$ cat config.mk
export PLATFORM = sky130hd
export DESIGN_NAME = thm_irq_unit
export DESIGN_NICKNAME = d
export VERILOG_FILES = /design/src/rtl/thm_pkg.sv /design/src/rtl/thm_cfg_regs.sv /design/src/rtl/thm_alarm_fsm.sv /design/src/rtl/thm_status.sv /design/src/rtl/thm_irq_unit.sv
export SDC_FILE = /design/constraint.sdc
export NUM_CORES = 1
export LEC_CHECK = 0
export ABC_AREA = 0
export BUFFER_PORTS_ARGS = -buffer_cell sky130_fd_sc_hd__buf_2
export CAP_MARGIN = 20
export CORE_MARGIN = 2
export CORE_UTILIZATION = 52
export CTS_CLUSTER_DIAMETER = 200
export DETAILED_ROUTE_END_ITERATION = 8
export PLACE_DENSITY_LB_ADDON = 0.25
export SETUP_SLACK_MARGIN = 0.15
export SYNTH_ARGS = -nofsm -noshare
export SYNTH_HDL_FRONTEND = slang
export SYNTH_HIERARCHICAL = 1
export SYNTH_SLANG_ARGS = --single-unit
export TNS_END_PERCENT = 30
$ cat constraint.sdc
create_clock -name clk -period 1.7 [get_ports clk]
set_input_delay 0 -clock clk [delete_from_list [all_inputs] [get_ports clk]]
set_output_delay 0 -clock clk [all_outputs]
set_load 0.02 [all_outputs]
$ cat src/rtl/thm_pkg.sv
package thm_pkg;
    localparam int MAX_CH   = 3;
    localparam int CODE_W   = 12;
    localparam int ADDR_W   = 8;
    localparam int DATA_W   = 32;
    localparam int STAT_W   = 11;
    localparam int ALM_LSB  = 0;
    localparam int SHD_LSB  = 4;
    localparam int RDY_LSB  = 8;
    localparam int HOT_LSB  = 16;
    localparam int HYS_LSB  = 0;

    localparam logic [ADDR_W-1:0] ADDR_INTEN = 8'h00;
    localparam logic [ADDR_W-1:0] ADDR_STAT  = 8'h04;
    localparam logic [ADDR_W-1:0] ADDR_ALM   = 8'h10;
    localparam logic [ADDR_W-1:0] ADDR_SHD   = 8'h20;
    localparam int                CH_STRIDE  = 4;

    typedef enum logic {
        ALM_ARMED   = 1'b0,
        ALM_TRIPPED = 1'b1
    } alm_state_e;

    function automatic logic [DATA_W-1:0] live_mask(input int n);
        logic [DATA_W-1:0] m;
        m = '0;
        for (int k = 0; k < MAX_CH; k++) begin
            if (k < n) begin
                m[ALM_LSB+k] = 1'b1;
                m[SHD_LSB+k] = 1'b1;
                m[RDY_LSB+k] = 1'b1;
            end
        end
        return m;
    endfunction
endpackage

$ cat src/rtl/thm_cfg_regs.sv
module thm_cfg_regs
    import thm_pkg::*;
#(
    parameter int NUM_CH = 3
) (
    input  logic                             clk,
    input  logic                             rst_n,
    input  logic                             wr_en_i,
    input  logic [ADDR_W-1:0]                wr_addr_i,
    input  logic [DATA_W-1:0]                wr_data_i,
    output logic [MAX_CH-1:0][CODE_W-1:0]    hot_thr_o,
    output logic [MAX_CH-1:0][CODE_W-1:0]    hys_thr_o,
    output logic [MAX_CH-1:0][CODE_W-1:0]    shd_thr_o,
    output logic [STAT_W-1:0]                irq_en_o
);
    localparam logic [STAT_W-1:0] EN_MASK = STAT_W'(live_mask(MAX_CH));

    // Enable word keeps only the defined event positions
    always_ff @(posedge clk) begin
        if (!rst_n) begin
            irq_en_o <= '0;
        end else if (wr_en_i && wr_addr_i == ADDR_INTEN) begin
            irq_en_o <= wr_data_i[STAT_W-1:0] & EN_MASK;
        end
    end

    genvar i;
    generate
        for (i = 0; i < MAX_CH; i++) begin : g_ch
            localparam logic [ADDR_W-1:0] A_ALM = ADDR_ALM + ADDR_W'(i * CH_STRIDE);
            localparam logic [ADDR_W-1:0] A_SHD = ADDR_SHD + ADDR_W'(i * CH_STRIDE);
            if (i < NUM_CH) begin : g_live
                always_ff @(posedge clk) begin
                    if (!rst_n) begin
                        hot_thr_o[i] <= '0;
                        hys_thr_o[i] <= '0;
                    end else if (wr_en_i && wr_addr_i == A_ALM) begin
                        hot_thr_o[i] <= wr_data_i[HOT_LSB +: CODE_W];
                        hys_thr_o[i] <= wr_data_i[HYS_LSB +: CODE_W];
                    end
                end
                always_ff @(posedge clk) begin
                    if (!rst_n) begin
                        shd_thr_o[i] <= '0;
                    end else if (wr_en_i && wr_addr_i == A_SHD) begin
                        shd_thr_o[i] <= wr_data_i[HOT_LSB +: CODE_W];
                    end
                end
            end else begin : g_dead
                assign hot_thr_o[i] = '0;
                assign hys_thr_o[i] = '0;
                assign shd_thr_o[i] = '0;
            end
        end
    endgenerate

    logic unused_wr_bits;
    assign unused_wr_bits = ^{wr_data_i[DATA_W-1:HOT_LSB+CODE_W],
                              wr_data_i[HOT_LSB-1:CODE_W]};
endmodule

$ cat src/rtl/thm_alarm_fsm.sv
module thm_alarm_fsm
    import thm_pkg::*;
(
    input  logic              clk,
    input  logic              rst_n,
    input  logic              upd_i,
    input  logic [CODE_W-1:0] code_i,
    input  logic [CODE_W-1:0] hot_thr_i,
    input  logic [CODE_W-1:0] hys_thr_i,
    output logic              alarm_evt_o
);
    alm_state_e state_q, state_d;

    // State register
    always_ff @(posedge clk) begin
        if (!rst_n) state_q <= ALM_ARMED;
        else        state_q <= state_d;
    end

    // Next state and event output
    always_comb begin
        state_d     = state_q;
        alarm_evt_o = 1'b0;
        unique case (state_q)
            ALM_ARMED: begin
                if (upd_i && code_i <= hot_thr_i) begin
                    alarm_evt_o = 1'b1;
                    state_d     = ALM_TRIPPED;
                end
            end
            ALM_TRIPPED: begin
                if (upd_i && code_i > hys_thr_i) begin
                    state_d = ALM_ARMED;
                end
            end
            default: state_d = ALM_ARMED;
        endcase
    end
endmodule

$ cat src/rtl/thm_status.sv
module thm_status
    import thm_pkg::*;
(
    input  logic              clk,
    input  logic              rst_n,
    input  logic [STAT_W-1:0] set_i,
    input  logic              clr_en_i,
    input  logic [STAT_W-1:0] clr_bits_i,
    input  logic [STAT_W-1:0] irq_en_i,
    output logic [STAT_W-1:0] status_o,
    output logic              irq_o
);
    logic [STAT_W-1:0] clr_mask;

    assign clr_mask = clr_en_i ? clr_bits_i : '0;

    // New events override a clear landing in the same cycle
    always_ff @(posedge clk) begin
        if (!rst_n) status_o <= '0;
        else        status_o <= (status_o & ~clr_mask) | set_i;
    end

    assign irq_o = |(status_o & irq_en_i);
endmodule

$ cat src/rtl/thm_irq_unit.sv
module thm_irq_unit
    import thm_pkg::*;
#(
    parameter int NUM_CH = 3
) (
    input  logic                       clk,
    input  logic                       rst_n,
    input  logic [MAX_CH*CODE_W-1:0]   code_i,
    input  logic [MAX_CH-1:0]          code_vld_i,
    input  logic                       wr_en_i,
    input  logic [ADDR_W-1:0]          wr_addr_i,
    input  logic [DATA_W-1:0]          wr_data_i,
    output logic [DATA_W-1:0]          status_o,
    output logic                       irq_o
);
    logic [MAX_CH-1:0][CODE_W-1:0] hot_thr, hys_thr, shd_thr;
    logic [STAT_W-1:0]             irq_en;
    logic [STAT_W-1:0]             set_vec;
    logic [STAT_W-1:0]             stat_q;
    logic [MAX_CH-1:0]             alm_evt, shd_evt, rdy_evt;
    logic                          clr_en;

    thm_cfg_regs #(.NUM_CH(NUM_CH)) u_cfg (
        .clk       (clk),
        .rst_n     (rst_n),
        .wr_en_i   (wr_en_i),
        .wr_addr_i (wr_addr_i),
        .wr_data_i (wr_data_i),
        .hot_thr_o (hot_thr),
        .hys_thr_o (hys_thr),
        .shd_thr_o (shd_thr),
        .irq_en_o  (irq_en)
    );

    genvar i;
    generate
        for (i = 0; i < MAX_CH; i++) begin : g_ch
            if (i < NUM_CH) begin : g_live
                logic [CODE_W-1:0] code;
                assign code = code_i[i*CODE_W +: CODE_W];

                thm_alarm_fsm u_alm (
                    .clk         (clk),
                    .rst_n       (rst_n),
                    .upd_i       (code_vld_i[i]),
                    .code_i      (code),
                    .hot_thr_i   (hot_thr[i]),
                    .hys_thr_i   (hys_thr[i]),
                    .alarm_evt_o (alm_evt[i])
                );

                assign shd_evt[i] = code_vld_i[i] && (code <= shd_thr[i]);
                assign rdy_evt[i] = code_vld_i[i];
            end else begin : g_dead
                assign alm_evt[i] = 1'b0;
                assign shd_evt[i] = 1'b0;
                assign rdy_evt[i] = 1'b0;
                logic unused_ch;
                assign unused_ch = ^{code_i[i*CODE_W +: CODE_W], code_vld_i[i],
                                     hot_thr[i], hys_thr[i], shd_thr[i]};
            end
        end
    endgenerate

    always_comb begin
        set_vec = '0;
        for (int k = 0; k < MAX_CH; k++) begin
            set_vec[ALM_LSB+k] = alm_evt[k];
            set_vec[SHD_LSB+k] = shd_evt[k];
            set_vec[RDY_LSB+k] = rdy_evt[k];
        end
    end

    assign clr_en = wr_en_i && (wr_addr_i == ADDR_STAT);

    thm_status u_stat (
        .clk        (clk),
        .rst_n      (rst_n),
        .set_i      (set_vec),
        .clr_en_i   (clr_en),
        .clr_bits_i (wr_data_i[STAT_W-1:0]),
        .irq_en_i   (irq_en),
        .status_o   (stat_q),
        .irq_o      (irq_o)
    );

    assign status_o = {{(DATA_W-STAT_W){1'b0}}, stat_q};
endmodule

==> impl_results.md, run 1 <==
- Outcome: complete, but fails checks
- Failing checks: negative setup slack
- Slew Limit Fails: 0
- Vias/cell: 5.329
- Register area: 2648 um^2
- Slew HR: 62.43%
- R2r startpoint: u_cfg/hot_thr_o[34]
- Clock Latency Late Sink: 0.42 ns
- Post-route ant nets: 0
- Critical path origin: u_cfg/hot_thr_o[34]
- Worst-margin pin slew: 0.5636 ns
- Mux cell area share after synthesis: 14.95%
- Cts bufs inserted: 17
- CTS root buf: clkbuf_16
- Iter 0 DRT Violations: 352
- Leak pwr: 4.449 nW
- First-pass GRT wire length: 30870 um
- # H-tree levels: 4
- DR pass1 iterations: 5
- Filler cells: 1243
- Highest clock rate: 0.5701 GHz
- Required @ worst endpoint: 2.01 ns
- IO Port Bufs: 85
- Clk slew on worst S/H paths: 0.06 ns
- Antenna violations before repair: 0
- Clock Sinks: 131
- Mapped Area: 7835 um^2
- P_sw: 1.904 mW
- Seq pwr share: 40.6%
- TritonCTS clock tree: yes
- Seq/Total Area, Yosys: 33.47%
- Worst stage delay on the critical path: 0.33 ns
- Cells after Synth: 879
- Post-placement cell count: 1137
- Number of synthesized register bits: 131
- Synth Area in Adders: 17.25%
- Hold Path Class: in -> reg
- Synth async-reset ratio: 0%
- Fin. Hold Viols: 0
- Xor-xnor portion of the synthesized cell area: 0%
- CP Max Fanout: 3
- Ys flop type: dfxtp_1
- Largest family of logic cells by synthesized area: adder cells
- Max Root-Sink Buffers: 2
- Crit-path cells: inv_2 -> ha_4 -> and4_4 -> nand4_1 -> a21o_1 -> a31o_1 -> o31a_1
- Distinct cells, synth: 42
- Die X: 126.8 um
- Overall power: 7.690 mW
- WL final: 20410 um
- Core Rows: 44
- Gp weighted congestion: 0.8380
- DP HPWL: 14700 um
- Clock Skew: 0.005048 ns
- Combinational Power Share: 11.3%
- Commonest non-fill, non-tap cells in the layout: 167 x nand2_1, 117 x mux2i_1, 111 x dfxtp_1, 99 x inv_1, 92 x ha_1
- Startpoint Class: flip-flop
- Die footprint: 16070 um^2
- Min cycle time layout: 1.754 ns
- Final hold slack: 0.02687 ns
- Worst path slowest cell: dfxtp_2
- Clock power share: 48.1%
- Max VDD drop: 0.6465 mV
- Initial Util: 53.50%
- CP arrival: 2.06 ns
- Multi-input gate area: 4863 um^2
- Post-synthesis compound-gate area fraction: 8.544%
- I/O pins: 115
- Synthesis-to-layout area growth: 21.06%
- Largest net degree at the start of global routing: 53
- Critical path class: reg -> reg
- RSZ-0062 raised after global routing: true
- PwrDens: 810.8 nW/um^2
- Drt drc: 0
- Setup WS post-layout: -0.05408 ns
- EDFF count, synth: 0
- Vias: 6310
- Layout cells sized above 1: 21.10%
- Setup-failing EPs final: 3
- Syn_area_per_cell: 8.914 um^2
- Layout Cells excl Fill: 1184
- Worst slack at placement: -0.03286 ns
- Most common cell after layout, fill and taps aside: nand2_1
- Vias in the first global route: 6088
- Antenna diodes: 0
- Simple-Gate Fraction of Synth Area: 16.50%
- Gr usage total: 25.19%
- NumNets Final: 1178
- Critical path endpoint category: flip-flop
- Max-cap violations: 0
- Int Pwr: 5.786 mW
- Die height: 126.8 um
- Wire per inst: 17.24 um
- Switching Share: 24.76%
- Core area: 14640 um^2
- Final period util: 103.2%
- GR Overflow Total: 0
- Hold Startpoint: wr_data_i[6]
- YS warnings: 6
[worst paths after layout]
kind                                                      to  slack [ns]  cells after the start
worst min-delay path                      u_stat/status_o[6]        0.03                      4
worst max register to register  g_ch[2].g_live.u_alm/state_q       -0.05                      7
worst max-delay path            g_ch[2].g_live.u_alm/state_q       -0.05                      7
worst min register to register            u_cfg/hot_thr_o[1]        0.46                      2
[Yosys cell counts (6+ instances only)]
library cell	instances	area, um^2
buf_4	25	187.7
nor2b_1	21	131.4
inv_1	108	405.4
a21o_1	15	112.6
a22oi_1	7	52.55
ha_1	108	1351
nand2_1	168	630.6
nand3_1	12	60.06
and4_1	10	87.58
o211ai_1	9	67.56
dfxtp_1	131	2623
clkbuf_1	17	63.81
buf_2	6	30.03
o21ai_0	6	30.03
a21oi_1	41	205.2
mux2i_1	117	1171
nand4_1	18	112.6
[metal layers]
layer / global-route usage [%] / wire, um
met4: 9.502 / 471
met2: 43.47 / 9936
met5: 0 / 0
met1: 30.85 / 9135
met3: 5.525 / 867
[power groups by stage]
stage               combinational (mW)  sequential [mW]  clock [mW]
detailed placement               0.783             3.19           0
CTS                              0.830             3.12        3.75
floorplan                        0.469             3.20           0
global placement                 0.772             3.19           0
global route                     0.960             3.12        3.88
finish                           0.873             3.12        3.70
[cell type report]
type                       instances  share of cell area (%)
tap                              184                   2.427
clock buffer                      23                   5.250
multi-input combinational        612                   51.27
clock inverter                     8                   1.055
inverter                         108                   4.274
sequential                       131                   27.91
timing repair buffer             118                   7.809
[worst max-delay path: cells and delay by family (launching register included)]
kind            cells  cell delay [ns]
compound gates      3             0.64
flops               1             0.33
fa+ha+maj           1             0.26
buf+inv             1             0.04
simple gates        2             0.38
[sequential cells by signal, indices dropped and copies added (netlist names)]
signal	cells
u_cfg/hot_thr_o	36
u_cfg/hys_thr_o	36
u_cfg/shd_thr_o	36
u_stat/status_o	11
u_cfg/irq_en_o	9
g_ch.g_live.u_alm/state_q	3
[timing repair]
item / in CTS / in global routing
setup buffers: 1 / 0
pin swaps: 6 / 17
hold buffers: 15 / 0
endpoints found under the setup margin: 9 / 10
hold endpoints to repair: 16 / 0
gates resized for setup: 16 / 38
[kinds of logic (layout without fill, tap and decap cells)]
family / after synthesis / after routing
buf+inv: 159 / 257
fa+ha+maj: 108 / 108
simple gates: 262 / 262
mux: 117 / 117
flops: 131 / 131
other cells: 2 / 25
compound gates: 100 / 100
[through the flow]
step | util (%) | area [um^2] | setup TNS [ns]
floorplan | - | 7966 | 0
global placement | 57.78 | 8462 | -0.03397
detailed placement | 57.78 | 8462 | -0.03637
CTS | 63.51 | 9300 | -0.06343
global route | 64.77 | 9485 | -0.3627
finish | 64.77 | 9485 | -0.05679
No activity file was read; power rests on OpenSTA's default activity.
==> inputs of run 2 (changes only) <==
CTS_CLUSTER_SIZE = 20   (was not set)
PLACE_DENSITY = 0.86   (was not set)
PLACE_DENSITY_LB_ADDON = not set   (was 0.25)
==> run 2 against run 1 <==
  * The flow still finishes with violations (negative setup slack)
  * Via count is 7.4% higher
  * Core utilization is 0.55 points higher
  * Global-route usage is 2.0 points higher
  * Sequential cell count stayed put
  * Critical path depth stayed put
  * Register-to-register slack hardly changed
  * First-iteration DRC count is 71% higher
  * Highest routed layer unchanged
  * Non-clock buffer count is 2 higher
  * Clock skew is 0.0024 ns higher
==> impl_results.md, run 2 (synthesis gave the netlist of run 1 again) <==
- Required @ worst endpoint: 2.01 ns (about the same)
- Area post-placement: 8442 um^2 (-0.24%)
- Max-cap violations: 0 (unchanged)
- TritonCTS clock tree: yes
- Worst path slowest cell: dfxtp_1
- Synthesis-to-layout area growth: 22.09%
- WP buf/inv: 1 (unchanged)
- Core Rows: 44 (unchanged)
- Clock Latency Late Sink: 0.42 ns (about the same)
- Final period util: 102.8% (-0.40 points)
- Critical path class: reg -> reg
- Initial Util: 53.50% (unchanged)
- Die height: 126.8 um (unchanged)
- Die footprint: 16070 um^2 (unchanged)
- CP arrival: 2.05 ns (about the same)
- Layout cells sized above 1: 21.24% (+0.14 points)
- Largest net degree at the start of global routing: 38 (-28%)
- Iter 0 DRT Violations: 601 (+71%)
- Critical path endpoint category: flip-flop
- DP HPWL: 14910 um (+1.5%)
- Biggest regs: u_cfg/hot_thr_o: 36 flops, u_cfg/hys_thr_o: 36 flops, u_cfg/shd_thr_o: 36 flops
- CTS root buf: clkbuf_16
- Setup-failing EPs final: 3 (unchanged)
- WL final: 21620 um (+5.9%)
- Crit-path cells: inv_1 -> ha_1 -> and4_1 -> nand4_1 -> a21o_1 -> a31o_1 -> o31a_1
- Outcome: complete, but fails checks
- Gp weighted congestion: 0.9085 (+8.4%)
- Failing checks: negative setup slack
- Die X: 126.8 um (unchanged)
- Vias: 6775 (+7.4%)
- Antenna diodes: 0 (unchanged)
- Fin. Hold Viols: 0 (unchanged)
- Vias/cell: 5.708 (+7.1%)
- # H-tree levels: 4 (unchanged)
- Leak pwr: 4.467 nW (+0.42%)
- Highest clock rate: 0.5723 GHz (+0.39%)
- Min cycle time layout: 1.747 ns (-0.006779 ns)
- Commonest non-fill, non-tap cells in the layout: 167 x nand2_1, 117 x mux2i_1, 112 x dfxtp_1, 98 x inv_1, 90 x ha_1
- Final Instance Area: 9565 um^2 (+0.84%)
- Hold Path Class: in -> reg
- Startpoint Class: flip-flop
- Setup WS post-layout: -0.04731 ns (+0.006779 ns)
- Utilization after layout: 65.32% (+0.55 points)
- CP Max Fanout: 2 (-1)
- DR pass1 iterations: 5 (unchanged)
- PwrDens: 842.7 nW/um^2 (+3.9%)
- Overall power: 8.061 mW (+4.8%)
- GR Overflow Total: 0 (unchanged)
- Core area: 14640 um^2 (unchanged)
- Worst-margin pin slew: 0.4998 ns (-0.06380 ns)
- Max VDD drop: 0.9021 mV (+40%)
- Delay-heaviest family, CP: compound AO/OA/AOI/OAI gates
- First-pass GRT wire length: 34210 um (+11%)
- I/O pins: 115 (unchanged)
- Worst stage delay on the critical path: 0.32 ns (about the same)
- RSZ-0062 raised after global routing: true
- Cts bufs inserted: 17 (unchanged)
- Wire per inst: 18.21 um (+5.6%)
- Filler cells: 1092 (-12%)
- Slew HR: 66.59% (+4.2 points)
- Worst slack at placement: -0.04336 ns (-0.01050 ns)
- Gr usage total: 27.19% (+2.0 points)
- Clock Sinks: 131 (unchanged)
- NumNets Final: 1180 (+0.17%)
- IO Port Bufs: 85 (unchanged)
- Clock Skew: 0.007464 ns (+0.002415 ns)
- Post-route ant nets: 0 (unchanged)
- Max Root-Sink Buffers: 2 (unchanged)
- Most common cell after layout, fill and taps aside: nand2_1
- Clk slew on worst S/H paths: 0.06 ns (about the same)
- Slew Limit Fails: 0 (unchanged)
- Drt drc: 0 (unchanged)
- Antenna violations before repair: 0 (unchanged)
- Vias in the first global route: 6885 (+13%)
## run 2: worst paths after layout
check	start	endpoint	slack, ns	cells past startpoint
setup / recovery	u_cfg/hot_thr_o[21]	g_ch[1].g_live.u_alm/state_q	-0.05	7
hold / removal	rst_n	u_cfg/shd_thr_o[9]	0.01	3
setup reg to reg	u_cfg/hot_thr_o[21]	g_ch[1].g_live.u_alm/state_q	-0.05	7
hold reg to reg	u_cfg/hot_thr_o[31]	u_cfg/hot_thr_o[31]	0.45	2
## run 2: repair_timing
item / 4_1_cts / 5_1_grt
gates resized for setup: 42 / 14
hold buffers: 15 / 0
endpoints found under the setup margin: 9 / 9
setup buffers: 1 / 3
endpoints found under the hold margin: 22 / 0
pin swaps: 17 / 8
## run 2: cell type report
cell class,count,area [um^2],share of cell area (%)
clock buffer,20,446.7,4.670
clock inverter,12,205.2,2.145
inverter,108,405.4,4.238
multi-input combinational,612,4891,51.13
sequential,131,2646,27.67
tap,184,230.2,2.407
timing repair buffer,120,740.7,7.744
## run 2: layer usage
layer	vias up	GRT usage (%)	part of all wire, %
li1	3183	-	-
met1	3227	32.01	41
met2	271	45.95	48
met3	94	5.188	5.9
met4	0	16.68	5.9
met5	-	0	0
## run 2: worst reg2reg max path: stages (launching register included)
cell and delay, ns:
dfxtp_1 0.32, inv_1 0.05, ha_1 0.29, and4_1 0.21, nand4_1 0.13, a21o_1 0.20
a31o_1 0.20, o31a_1 0.24
## run 2: power by group
group / total, mW / leakage [nW] / switching [mW] / internal, mW
combinational: 0.898 / 3.09 / 0.541 / 0.356
sequential: 3.12 / 1.07 / 0.0253 / 3.10
clock: 4.04 / 0.310 / 1.40 / 2.65
## run 2: per-stage QoR
| stage | instances | TNS (ns) | hold WS, ns |
|---|---|---|---|
| 2_1_floorplan | 902 | 0 | 0.1279 |
| 6_report | 1187 | -0.09213 | 0.01445 |
| 5_1_grt | 1187 | -0.4669 | 0.03411 |
| 4_1_cts | 1184 | 0 | 0.0007125 |
| 3_3_place_gp | 1136 | 0 | 0.3224 |
| 3_5_place_dp | 1136 | -0.06171 | 0.3236 |
==> inputs of run 3 (changes only) <==
ABC_AREA = 1   (was 0)
CORE_UTILIZATION = 54   (was 52)
PLACE_DENSITY = 0.87   (was 0.86)
==> run 3 against run 2 <==
  * Worst setup slack improved by 0.15 ns
  * Via count grew 30%
  * Total power shrank 3.6%
  * The flow now finishes without violations
  * Cell count is 40% higher
  * Highest routed layer unchanged
  * Non-clock buffer count shrank 2
  * Synthesized area increased by 15%
  * Clock-buffer cell count rose by 1
  * Clock power shrank 15%
  * Largest power group unchanged
==> impl_results.md, run 3 <==
- Cells after Synth: 1341 (+53%)
- Die footprint: 17700 um^2 (+10%)
- Highest clock rate: 0.6273 GHz (+9.6%)
- Clock Skew: 0.005484 ns (-0.001980 ns)
- Max Root-Sink Buffers: 2 (unchanged)
- Gr usage total: 27.42% (+0.23 points)
- Fin. Hold Viols: 0 (unchanged)
- Setup WS post-layout: 0.1058 ns (+0.1531 ns)
- Setup-failing EPs final: 0 (-3)
- Vias/cell: 5.322 (-6.8%)
- Worst-margin pin slew: 0.5982 ns (+0.09839 ns)
- Min cycle time layout: 1.594 ns (-0.1531 ns)
- I/O pins: 115 (unchanged)
- TritonCTS clock tree: yes
- Critical path endpoint category: flip-flop
- Leak pwr: 4.933 nW (+10%)
- Drt drc: 0 (unchanged)
- Mux cell area share after synthesis: 0% (-15 points)
- First-pass GRT wire length: 38650 um (+13%)
- Die X: 133.0 um (+5.0%)
- Met3 WL: 2223 um (+75%)
- Layout cells sized above 1: 21.25% (about the same)
- Overall power: 7.772 mW (-3.6%)
- Met1 wire length: 9820 um (+12%)
- GR Overflow Total: 0 (unchanged)
- CP Max Fanout: 2 (unchanged)
- Share of the synthesized area in the top cell type: 29.16% (-4.3 points)
- Simple-Gate Fraction of Synth Area: 35.29% (+19 points)
- Clock Latency Late Sink: 0.43 ns (about the same)
- DR pass1 iterations: 6 (+1)
- Met2 wire length: 12180 um (+18%)
- DP HPWL: 16670 um (+12%)
- Antenna violations before repair: 0 (unchanged)
- Commonest non-fill, non-tap cells in the layout: 280 x nand2_1, 238 x nor2_1, 191 x inv_1, 125 x nand3_1, 100 x dfxtp_1
- Area post-placement: 9469 um^2 (+12%)
- Seq/Total Area, Yosys: 29.16% (-4.3 points)
- Largest family of logic cells by synthesized area: simple AND/OR/NAND/NOR gates
- Final hold slack: 0.006263 ns (-0.008184 ns)
- Wire per inst: 15.45 um (-15%)
- RSZ-0062 raised after global routing: true
- Top cells by instance count after synthesis: 293 x nand2_1, 244 x nor2_1, 204 x inv_1
- PwrDens: 721.1 nW/um^2 (-14%)
- Max VDD drop: 0.5209 mV (-42%)
- Largest net degree at the start of global routing: 62 (+63%)
- Iter 0 DRT Violations: 967 (+61%)
- Required @ worst endpoint: 2.06 ns (+0.05 ns)
- IO Port Bufs: 85 (unchanged)
- Final Instance Area: 10780 um^2 (+13%)
- NumNets Final: 1618 (+37%)
- Ys flop type: dfxtp_1
- Synth Area in Adders: 15.03% (-2.2 points)
- Max-cap violations: 0 (unchanged)
- Most common cell after layout, fill and taps aside: nand2_1
- Outcome: complete, no violations
- Top-count cell post-synth: nand2_1
- Post-placement cell count: 1610 (+42%)
- Antenna diodes: 0 (unchanged)
- Top sig layer: met4
- Slew Limit Fails: 0 (unchanged)
- Cts bufs inserted: 17 (unchanged)
- Critical path class: reg -> reg
- Hold Path Class: in -> reg
- Final period util: 93.78% (-9.0 points)
- Synthesis-to-layout area growth: 19.85%
- Syn_area_per_cell: 6.706 um^2 (-25%)
- Distinct cells, synth: 30 (-29%)
- Vias: 8834 (+30%)
- EDFF count, synth: 0 (unchanged)
- CTS root buf: clkbuf_16
- Vias in the first global route: 8101 (+18%)
- Clock Sinks: 131 (unchanged)
- Mapped Area: 8992 um^2 (+15%)
- CP arrival: 1.96 ns (-0.09 ns)
- Layout Cells excl Fill: 1660 (+40%)
- # H-tree levels: 4 (unchanged)
- Xor-xnor portion of the synthesized cell area: 0% (unchanged)
- Cells taking the most area after synthesis: dfxtp_1 29%, ha_1 15%, nand2_1 12%, nor2_1 10%, inv_1 8.5%
- Clk slew on worst S/H paths: 0.06 ns (about the same)
- Die height: 133.0 um (+5.0%)
- Number of synthesized register bits: 131 (unchanged)
- WL final: 25640 um (+19%)
- Core Rows: 47 (+6.8%)
- Post-route ant nets: 0 (unchanged)
- Initial Util: 54.81% (+1.3 points)
- Worst slack at placement: 0.07758 ns (+0.1209 ns)
- Startpoint Class: flip-flop
- Core area: 16410 um^2 (+12%)
- Post-synthesis compound-gate area fraction: 5.496% (-3.0 points)
- Biggest regs: u_cfg/hot_thr_o: 36 flops, u_cfg/hys_thr_o: 36 flops, u_cfg/shd_thr_o: 36 flops
- YS warnings: 6 (unchanged)
- Slew HR: 60.03% (-6.6 points)
- Gp weighted congestion: 0.9254 (+1.9%)
- Top cell type by total area after synthesis: dfxtp_1
- Synth async-reset ratio: 0% (unchanged)
-- run 3: cell count changes after synthesis, moves of 11 or more --
cell / change
clkbuf_1: -13
nor2b_1: -21
nand3_1: +119
buf_1: +11
mux2i_1: -117
inv_2: +13
inv_1: +96
nand4_1: -14
nand2_1: +125
buf_6: +13
a21oi_1: +33
nor2_1: +241
-- run 3: per-layer routing --
layer	GRT usage, %	up-vias
li1	-	4281
met1	33.11	3993
met2	46.17	450
met3	5.096	110
met4	14.93	0
met5	0	-
-- run 3: cells by family after synthesis --
logic type / count (synthesis)
AOI/OAI and AO/OA: 89
other: 2
DFF: 131
adders and majority gates: 108
buffers and inverters: 290
and+or+nand+nor: 721
-- run 3: final cells by class --
| cell class | count | area, um^2 |
|---|---|---|
| clock inverters | 10 | 85.08 |
| well taps | 220 | 275.3 |
| inverters | 217 | 814.5 |
| flip-flops and latches | 131 | 2661 |
| repair buffers | 118 | 815.8 |
| fillers | 1258 | 5629 |
| clock buffers | 21 | 460.4 |
| multi-input cells | 943 | 5665 |
-- run 3: power by group --
group	total, mW	switching (mW)	internal, mW
clock	3.45	1.39	2.06
sequential	3.12	0.0228	3.10
combinational	1.20	0.758	0.444
-- run 3: stage by stage --
stage / setup TNS (ns) / utilization [%]
floorplan: 0 / -
global placement: 0 / 57.71
detailed placement: 0 / 57.71
CTS: 0 / 63.25
global route: -0.04137 / 65.69
finish: 0 / 65.69
-- run 3: what timing repair did --
item	CTS	global route
setup endpoints to repair	5	9
hold buffers	16	0
endpoints found under the hold margin	32	0
pin swaps	14	24
resized for setup	42	76
buffers inserted	1	2
-- run 3: worst max-delay path: stages, from the launching register on --
cell     delay (ns)
dfxtp_1        0.33
inv_1          0.06
ha_1           0.30
nand2_2        0.06
inv_2          0.05
nand2_2        0.06
nor2_4         0.12
nand2_1        0.05
nand2_1        0.07
inv_1          0.07
nand2_1        0.12
nand2_1        0.08
a21oi_2        0.13
-- run 3: worst paths after layout --
path	endpoint	slack (ns)	from	cells after the start
setup reg to reg	g_ch[1].g_live.u_alm/state_q	0.11	u_cfg/hys_thr_o[23]	12
hold reg to reg	u_cfg/shd_thr_o[15]	0.47	u_cfg/shd_thr_o[15]	2
hold / removal	g_ch[1].g_live.u_alm/state_q	0.006	code_vld_i[1]	5
setup / recovery	g_ch[1].g_live.u_alm/state_q	0.11	u_cfg/hys_thr_o[23]	12
